### src/rtl/nfc_pkg.sv
package nfc_pkg;

  typedef enum logic [1:0] {
    OPC_READ  = 2'd0,
    OPC_PROG  = 2'd1,
    OPC_ERASE = 2'd2,
    OPC_RSVD  = 2'd3
  } nfc_op_e;

  typedef enum logic [3:0] {
    S_IDLE, S_CMD1, S_ADDR, S_WDATA, S_CMD2, S_GAP,
    S_WLO, S_WHI, S_SCMD, S_SRD, S_RDATA, S_FIN
  } nfc_state_e;

  typedef enum logic [1:0] {
    PH_IDLE, PH_LOW, PH_HIGH
  } nfc_phase_e;

  localparam logic [7:0] CMD_READ_SETUP  = 8'h00;
  localparam logic [7:0] CMD_READ_GO     = 8'h30;
  localparam logic [7:0] CMD_PROG_SETUP  = 8'h80;
  localparam logic [7:0] CMD_PROG_GO     = 8'h10;
  localparam logic [7:0] CMD_ERASE_SETUP = 8'h60;
  localparam logic [7:0] CMD_ERASE_GO    = 8'hD0;
  localparam logic [7:0] CMD_STATUS      = 8'h70;
  localparam logic [7:0] STATUS_GOOD     = 8'hE0;

endpackage

### src/rtl/nfc_sync.sv
module nfc_sync #(
  parameter int STAGES = 2
) (
  input  logic clk,
  input  logic rst_n,
  input  logic d_in,
  output logic q_out
);
  logic [STAGES-1:0] sr;

  // Resets to "ready" so a fresh operation never sees a stale busy level
  always_ff @(posedge clk or negedge rst_n) begin
    if (!rst_n) sr <= '1;
    else        sr <= {sr[STAGES-2:0], d_in};
  end

  assign q_out = sr[STAGES-1];
endmodule

### src/rtl/nfc_strobe.sv
module nfc_strobe import nfc_pkg::*; #(
  parameter int CW = 8
) (
  input  logic          clk,
  input  logic          rst_n,
  input  logic          go,
  input  logic          rd,
  input  logic [CW-1:0] lo_cyc,
  input  logic [CW-1:0] hi_cyc,
  output logic          we_n,
  output logic          re_n,
  output logic          smp,
  output logic          fin
);
  nfc_phase_e    ph;
  logic [CW-1:0] cnt;
  logic          rd_q;
  logic [CW-1:0] lo_m1, hi_m1;

  assign lo_m1 = (lo_cyc == '0) ? '0 : lo_cyc - 1'b1;
  assign hi_m1 = (hi_cyc == '0) ? '0 : hi_cyc - 1'b1;

  always_ff @(posedge clk or negedge rst_n) begin
    if (!rst_n) begin
      ph   <= PH_IDLE;
      cnt  <= '0;
      rd_q <= 1'b0;
    end else begin
      unique case (ph)
        PH_IDLE: if (go) begin
          ph   <= PH_LOW;
          cnt  <= lo_m1;
          rd_q <= rd;
        end
        PH_LOW: if (cnt == '0) begin
          ph  <= PH_HIGH;
          cnt <= hi_m1;
        end else cnt <= cnt - 1'b1;
        PH_HIGH: if (cnt == '0) ph <= PH_IDLE;
                 else cnt <= cnt - 1'b1;
        default: ph <= PH_IDLE;
      endcase
    end
  end

  assign we_n = !(ph == PH_LOW && !rd_q);
  assign re_n = !(ph == PH_LOW && rd_q);
  // Read data is captured on the last low cycle, while the device still drives it
  assign smp  = (ph == PH_LOW) && (cnt == '0) && rd_q;
  assign fin  = (ph == PH_HIGH) && (cnt == '0);
endmodule

### src/rtl/nfc_seq.sv
module nfc_seq import nfc_pkg::*; #(
  parameter int BLOCK_W    = 17,
  parameter int COL_W      = 12,
  parameter int PAGE_BYTES = 2112,
  parameter int TW         = 8,
  parameter int TMO_W      = 20
) (
  input  logic               clk,
  input  logic               rst_n,
  input  logic               start,
  input  logic [1:0]         op,
  input  logic [BLOCK_W-1:0] req_block,
  input  logic [COL_W-1:0]   req_col,
  input  logic [TW-1:0]      cfg_low,
  input  logic [TW-1:0]      cfg_high,
  input  logic [TW-1:0]      cfg_gap,
  input  logic [TMO_W-1:0]   cfg_tmo,
  input  logic               wr_valid,
  output logic               wr_ready,
  input  logic [7:0]         wr_data,
  output logic               rd_valid,
  input  logic               rd_ready,
  output logic [7:0]         rd_data,
  output logic               busy,
  output logic               done,
  output logic               pass,
  output logic               nf_ce_n,
  output logic               nf_cle,
  output logic               nf_ale,
  output logic               nf_we_n,
  output logic               nf_re_n,
  output logic [7:0]         nf_dq_o,
  output logic               nf_dq_oe,
  input  logic [7:0]         nf_dq_i,
  input  logic               nf_rb_n
);
  localparam int COL_BYTES = (COL_W + 7) / 8;
  localparam int ROW_BYTES = (BLOCK_W + 7) / 8;
  localparam int NAB       = COL_BYTES + ROW_BYTES;
  localparam int AI_W      = $clog2(NAB);
  localparam int BC_W      = $clog2(PAGE_BYTES + 1);
  localparam logic [BC_W-1:0] LAST_CNT = BC_W'(PAGE_BYTES);

  nfc_state_e         st;
  nfc_op_e            op_q;
  logic [BLOCK_W-1:0] blk_q;
  logic [COL_W-1:0]   col_q;
  logic [AI_W-1:0]    idx;
  logic [BC_W-1:0]    bcnt;
  logic [TMO_W-1:0]   tcnt;
  logic               cyc_act, go_q, rd_go;
  logic               cle_q, ale_q, oe_q, rvld_q, pass_q;
  logic [7:0]         dq_q, rdat_q;
  logic               rb_s, ph_smp, ph_fin;

  nfc_sync #(.STAGES(2)) u_rb_sync (
    .clk(clk), .rst_n(rst_n), .d_in(nf_rb_n), .q_out(rb_s)
  );

  nfc_strobe #(.CW(TW)) u_strobe (
    .clk(clk), .rst_n(rst_n), .go(go_q), .rd(rd_go),
    .lo_cyc(cfg_low), .hi_cyc(cfg_high),
    .we_n(nf_we_n), .re_n(nf_re_n), .smp(ph_smp), .fin(ph_fin)
  );

  // Address bytes: column pieces first, then row pieces, each low byte first
  logic [COL_BYTES*8-1:0] col_pad;
  logic [ROW_BYTES*8-1:0] row_pad;
  logic [7:0]             ab [NAB];
  assign col_pad = (COL_BYTES*8)'(col_q);
  assign row_pad = (ROW_BYTES*8)'(blk_q);

  for (genvar g = 0; g < NAB; g++) begin : g_ab
    if (g < COL_BYTES) begin : g_col
      assign ab[g] = col_pad[g*8 +: 8];
    end else begin : g_row
      assign ab[g] = row_pad[(g-COL_BYTES)*8 +: 8];
    end
  end

  logic [TW-1:0]    gap_m1;
  logic [TMO_W-1:0] tmo_m1;
  assign gap_m1 = (cfg_gap == '0) ? '0 : cfg_gap - 1'b1;
  assign tmo_m1 = (cfg_tmo == '0) ? '0 : cfg_tmo - 1'b1;

  logic [7:0] cmd_setup, cmd_go;
  always_comb begin
    unique case (op_q)
      OPC_PROG:  begin cmd_setup = CMD_PROG_SETUP;  cmd_go = CMD_PROG_GO;  end
      OPC_ERASE: begin cmd_setup = CMD_ERASE_SETUP; cmd_go = CMD_ERASE_GO; end
      default:   begin cmd_setup = CMD_READ_SETUP;  cmd_go = CMD_READ_GO;  end
    endcase
  end

  // Which bus cycle the current state wants to start next
  logic       l_en, l_cle, l_ale, l_rd, launch;
  logic [7:0] l_dq;
  assign wr_ready = (st == S_WDATA) && !cyc_act && (bcnt != LAST_CNT);

  always_comb begin
    l_en = 1'b0; l_cle = 1'b0; l_ale = 1'b0; l_rd = 1'b0; l_dq = 8'h00;
    unique case (st)
      S_CMD1:  begin l_en = 1'b1; l_cle = 1'b1; l_dq = cmd_setup; end
      S_ADDR:  begin l_en = 1'b1; l_ale = 1'b1; l_dq = ab[idx]; end
      S_WDATA: begin l_en = wr_valid && wr_ready; l_dq = wr_data; end
      S_CMD2:  begin l_en = 1'b1; l_cle = 1'b1; l_dq = cmd_go; end
      S_SCMD:  begin l_en = 1'b1; l_cle = 1'b1; l_dq = CMD_STATUS; end
      S_SRD:   begin l_en = 1'b1; l_rd = 1'b1; end
      S_RDATA: begin l_en = !rvld_q && (bcnt != LAST_CNT); l_rd = 1'b1; end
      default: ;
    endcase
    launch = l_en && !cyc_act;
  end

  always_ff @(posedge clk or negedge rst_n) begin
    if (!rst_n) begin
      st <= S_IDLE; op_q <= OPC_READ; blk_q <= '0; col_q <= '0;
      idx <= '0; bcnt <= '0; tcnt <= '0;
      cyc_act <= 1'b0; go_q <= 1'b0; rd_go <= 1'b0;
      cle_q <= 1'b0; ale_q <= 1'b0; oe_q <= 1'b0; dq_q <= '0;
      rdat_q <= '0; rvld_q <= 1'b0; pass_q <= 1'b0;
    end else begin
      go_q <= 1'b0;
      if (launch) begin
        go_q <= 1'b1; cyc_act <= 1'b1; rd_go <= l_rd;
        cle_q <= l_cle; ale_q <= l_ale; dq_q <= l_dq; oe_q <= !l_rd;
      end
      if (ph_fin) begin
        cyc_act <= 1'b0; cle_q <= 1'b0; ale_q <= 1'b0; oe_q <= 1'b0;
      end
      if (rvld_q && rd_ready) rvld_q <= 1'b0;

      unique case (st)
        S_IDLE: if (start && nfc_op_e'(op) != OPC_RSVD) begin
          st     <= S_CMD1;
          op_q   <= nfc_op_e'(op);
          blk_q  <= req_block;
          col_q  <= req_col;
          idx    <= (nfc_op_e'(op) == OPC_ERASE) ? AI_W'(COL_BYTES) : '0;
          pass_q <= 1'b0;
        end
        S_CMD1: if (ph_fin) st <= S_ADDR;
        S_ADDR: if (ph_fin) begin
          if (idx == AI_W'(NAB - 1)) begin
            st   <= (op_q == OPC_PROG) ? S_WDATA : S_CMD2;
            bcnt <= '0;
          end else idx <= idx + 1'b1;
        end
        S_WDATA: begin
          if (ph_fin) bcnt <= bcnt + 1'b1;
          if (bcnt == LAST_CNT) st <= S_CMD2;
        end
        S_CMD2: if (ph_fin) begin st <= S_GAP; tcnt <= '0; end
        S_GAP: begin
          if (tcnt == TMO_W'(gap_m1)) begin st <= S_WLO; tcnt <= '0; end
          else tcnt <= tcnt + 1'b1;
        end
        S_WLO, S_WHI: begin
          tcnt <= tcnt + 1'b1;
          if (st == S_WLO && !rb_s) st <= S_WHI;
          else if (st == S_WHI && rb_s) begin
            if (op_q == OPC_READ) begin
              st <= S_RDATA; bcnt <= '0; pass_q <= 1'b1;
            end else st <= S_SCMD;
          end else if (tcnt == tmo_m1) begin
            st <= S_FIN; pass_q <= 1'b0;
          end
        end
        S_SCMD: if (ph_fin) st <= S_SRD;
        S_SRD: begin
          if (ph_smp) pass_q <= (nf_dq_i == STATUS_GOOD);
          if (ph_fin) st <= S_FIN;
        end
        S_RDATA: begin
          if (ph_smp) begin rdat_q <= nf_dq_i; rvld_q <= 1'b1; end
          if (ph_fin) bcnt <= bcnt + 1'b1;
          if (bcnt == LAST_CNT && !rvld_q) st <= S_FIN;
        end
        S_FIN:   st <= S_IDLE;
        default: st <= S_IDLE;
      endcase
    end
  end

  assign busy     = (st != S_IDLE);
  assign done     = (st == S_FIN);
  assign pass     = pass_q;
  assign nf_ce_n  = (st == S_IDLE) || (st == S_FIN);
  assign nf_cle   = cle_q;
  assign nf_ale   = ale_q;
  assign nf_dq_o  = dq_q;
  assign nf_dq_oe = oe_q;
  assign rd_valid = rvld_q;
  assign rd_data  = rdat_q;
endmodule

### config.mk
export PLATFORM = sky130hd
export DESIGN_NAME = nfc_seq
export DESIGN_NICKNAME = d
export VERILOG_FILES = /design/src/rtl/nfc_pkg.sv /design/src/rtl/nfc_sync.sv /design/src/rtl/nfc_strobe.sv /design/src/rtl/nfc_seq.sv
export SDC_FILE = /design/constraint.sdc
export NUM_CORES = 1
export LEC_CHECK = 0
export BUFFER_PORTS_ARGS = -buffer_cell sky130_fd_sc_hd__buf_4
export CAP_MARGIN = 5
export CORE_ASPECT_RATIO = 0.9
export CORE_UTILIZATION = 42
export DETAILED_ROUTE_END_ITERATION = 8
export PLACE_DENSITY = 0.68
export SLEW_MARGIN = 20
export SYNTH_ARGS = -nofsm -noshare
export SYNTH_HDL_FRONTEND = slang
export SYNTH_SLANG_ARGS = --single-unit
### constraint.sdc
create_clock -name clk -period 4.8 [get_ports clk]
set_clock_uncertainty 0.1 [all_clocks]
set_input_delay 0.48 -clock clk [delete_from_list [all_inputs] [get_ports clk]]
set_output_delay 0.48 -clock clk [all_outputs]
set_load 0.02 [all_outputs]
==> impl_metrics.toml <==
[run_status]
status = "complete, no violations"

[power_and_ir_drop]
vdd_drop_max_v = 0.000255
leakage_nw = 3.72
powerDensity_nw_per_um2 = 383

[yosys]
syn_area_sq_um = 7550
synthAdderAreaFrac_pct = 3.48
syn_nets = 973
ys_ff_latch = 107
synth_edf_count = 0
yosys_warnings = 0
synth_compound_area_share_pct = 17.9
yosysTopAreaCellShare_pct = 34.8
ys.flop_type = "dfrtp_1"
synth_top_family_by_area = "simple AND/OR/NAND/NOR gates"
synth_cell_types = 77
async_reset_ff_share_pct = 100
yosys.area.top_type = "dfrtp_1"
netlist_top_cells_area = "dfrtp_1 (35%), mux2_2 (6.6%), nor2_1 (4.3%), o21ai_0 (3.6%), ha_1 (3.5%)"
ys_seq_area_share_pct = 35.5
synth.area.mux_share_pct = 9.35
netlist_instances = 855
yosys.area_share.simple_pct = 22.9
synth_xor_area_share_pct = 6.53
synth_area_per_cell_sq_um = 8.83

[route]
dr.first_iter.drc_count = 605
drt.antenna.violating_nets = 0
routed_wl_mm = 19.4
dr.pass1.iters = 7
vias = 6784
post_drt_wl_per_cell_microns = 16.3
vias_per_cell = 5.70
drc_errors = 0

[critical_path]
cp_cell_sequence = "nand2_1, nor3_1, and3_1, buf_4"
crit_path_start_kind = "register"
cp_slowest_stage_delay_ps = 880
arrival_ps = 2740
cpMaxStageDelayCell = "dfrtp_1"
required_ps = 4220
crit_fanout = 26
crit_type = "reg2out"
critPathCaptureType = "output port"

[global_route]
grt_pass1_wl_mm = 31.7
gr-usage-met3_pct = 5.65
gr-usage-met2_pct = 32.6
met1_usage_pct = 31.5
track_usage_pct = 21.8
grt_max_degree = 66
antenna_found_initial = 0
overflow = 0
grt_pass1_vias = 6323
grt_busiest_layer = "met2"

[floorplanning]
die_w_microns = 143
dieHeight_microns = 129
initial_core_util_pct = 42.9
die_area_sq_um = 18500
rows = 46
io-pin-count = 124
coreArea_sq_um = 17600

[final_layout]
final_nets = 1063
area_growth_pct = 17.9
fin_area_sq_um = 8900
final_cell_mix = "buf_4 (126), dfrtp_1 (105), nor2_1 (86), nand2_1 (59), o21ai_0 (55)"
layout_commonest_cell = "buf_4"
nFillCells = 1703
drive_gt1_share_pct = 22.5
diodes = 0

[timing]
relSlewSlack_pct = 40.6
fin_ws_ps = 1480
timing.final.crit_share_pct = 69.1
fin_crit_ps = 3320
tightest_slew_ps = 884
fmax_mhz = 302
setup_violations = 0
fin_setup_tns_ps = 0
rsz0062_at_grt = "false"
slew_viol_final = 0
hold_viol = 0
hold_ws_ps = 121

[placement]
place_ws_ps = 1320
dp_hpwl_mm = 14.6
place.gp.congestion = 0.903
io_buffers = 123
place_area_sq_um = 8610

[cts]
cts_tree = "yes"
cts_buffer_depth = 2
cts_inserted_buffers = 9
clkLatencyLatePin_ps = 360
cts_hold_buf = 0
cts_sinks = 107
cts.clk_slew.worst_paths_ps = 70
cts-root-buf = "clkbuf_16"
htreeDepth = 3
cts_resized = 0
post_cts_buffers = 0

[hold_path]
hold_class = "in2async"

[run]
max_cap_viol_count = 0
==> report_power, final <==
| group | total [mW] | switching (mW) | internal (mW) |
|---|---|---|---|
| Combinational | 1.32 | 0.699 | 0.616 |
| Clock | 0.737 | 0.369 | 0.367 |
| Sequential | 1.36 | 0.264 | 1.09 |
| Total | 3.41 | 1.33 | 2.07 |
==> cell families after synthesis <==
group | count (synthesis)
AOI/OAI and AO/OA | 200
xor gates and xnor gates | 53
adders and majority gates | 21
buffers and inverters | 85
DFF | 107
muxes | 60
and+or+nand+nor | 329
==> Yosys cell counts (6+ instances only) <==
cell      instances
dfrtp_1         105
nor2_1           86
nand2_1          59
o21ai_0          55
mux2_2           44
a21oi_1          43
clkbuf_1         40
inv_1            37
nand3_1          32
nor3_1           29
xnor2_1          28
xor2_1           23
ha_1             21
nor4_1           19
or3_1            17
nand4_1          16
nand2b_1         14
mux2i_1          12
a221oi_1         11
nor2b_1          10
and3_1            7
o22ai_1           7
or4_1             7
a21o_1            6
a22oi_1           6
o31ai_1           6
==> metrics by stage <==
step                total power [mW]  std cells  utilization (%)
floorplan                       2.28        855                -
global placement                2.66       1174             48.9
detailed placement              2.68       1174             48.9
CTS                             3.43       1190             50.5
global route                    3.65       1190             50.5
finish                          3.41       1190             50.5
==> worst paths after layout <==
| check | slack, ps | startpoint | to | cells past startpoint |
|---|---|---|---|---|
| max | 1480 | st[0]$_DFFE_PN0P_ | wr_ready | 4 |
| min | 120 | rst_n | u_strobe.cnt[0]$_DFFE_PN0P_ | 1 |
| max reg2reg | 1530 | st[0]$_DFFE_PN0P_ | st[0]$_DFFE_PN0P_ | 7 |
| min reg2reg | 260 | u_rb_sync.sr[0]$_DFF_PN1_ | u_rb_sync.sr[1]$_DFF_PN1_ | 0 |
| max in group asynchronous | 3410 | rst_n | u_rb_sync.sr[1]$_DFF_PN1_ | 2 |
| min in group clk | 130 | nf_rb_n | u_rb_sync.sr[0]$_DFF_PN1_ | 1 |
==> metal layers <==
layer,part of all wire (%),vias to the layer above,wire [microns]
met2,44,212,8420
met4,0.74,0,143
met1,48,3231,9230
met5,0,-,0
met3,8.1,13,1560
li1,-,3328,-
==> flip-flops by register name, summed over array words and instances (netlist names), 2 cells and up <==
signal / cells
u_strobe.cnt: 8
nf_dq_o: 8
col_q: 12
st: 4
u_strobe.ph: 2
rd_data: 8
blk_q: 17
idx: 3
tcnt: 20
u_rb_sync.sr: 2
op_q: 2
bcnt: 12
==> critical path, delay by kind of cell, from the launching register on <==
kind	cells	cell delay [ps]
flip-flops	1	880
AND/OR/NAND/NOR	3	1350
buffers and inverters	1	150
==> layout make-up <==
cell class	instances	area (sq um)	area share, %
Sequential cell	107	2680	30.1
Clock inverter	7	66.3	0.745
Timing Repair Buffer	126	946	10.6
Clock buffer	9	225	2.53
Inverter	38	143	1.60
Tap cell	240	300	3.37
Multi-Input combinational cell	663	4540	51.0
Note: power is estimated with default switching activity, not from simulation.
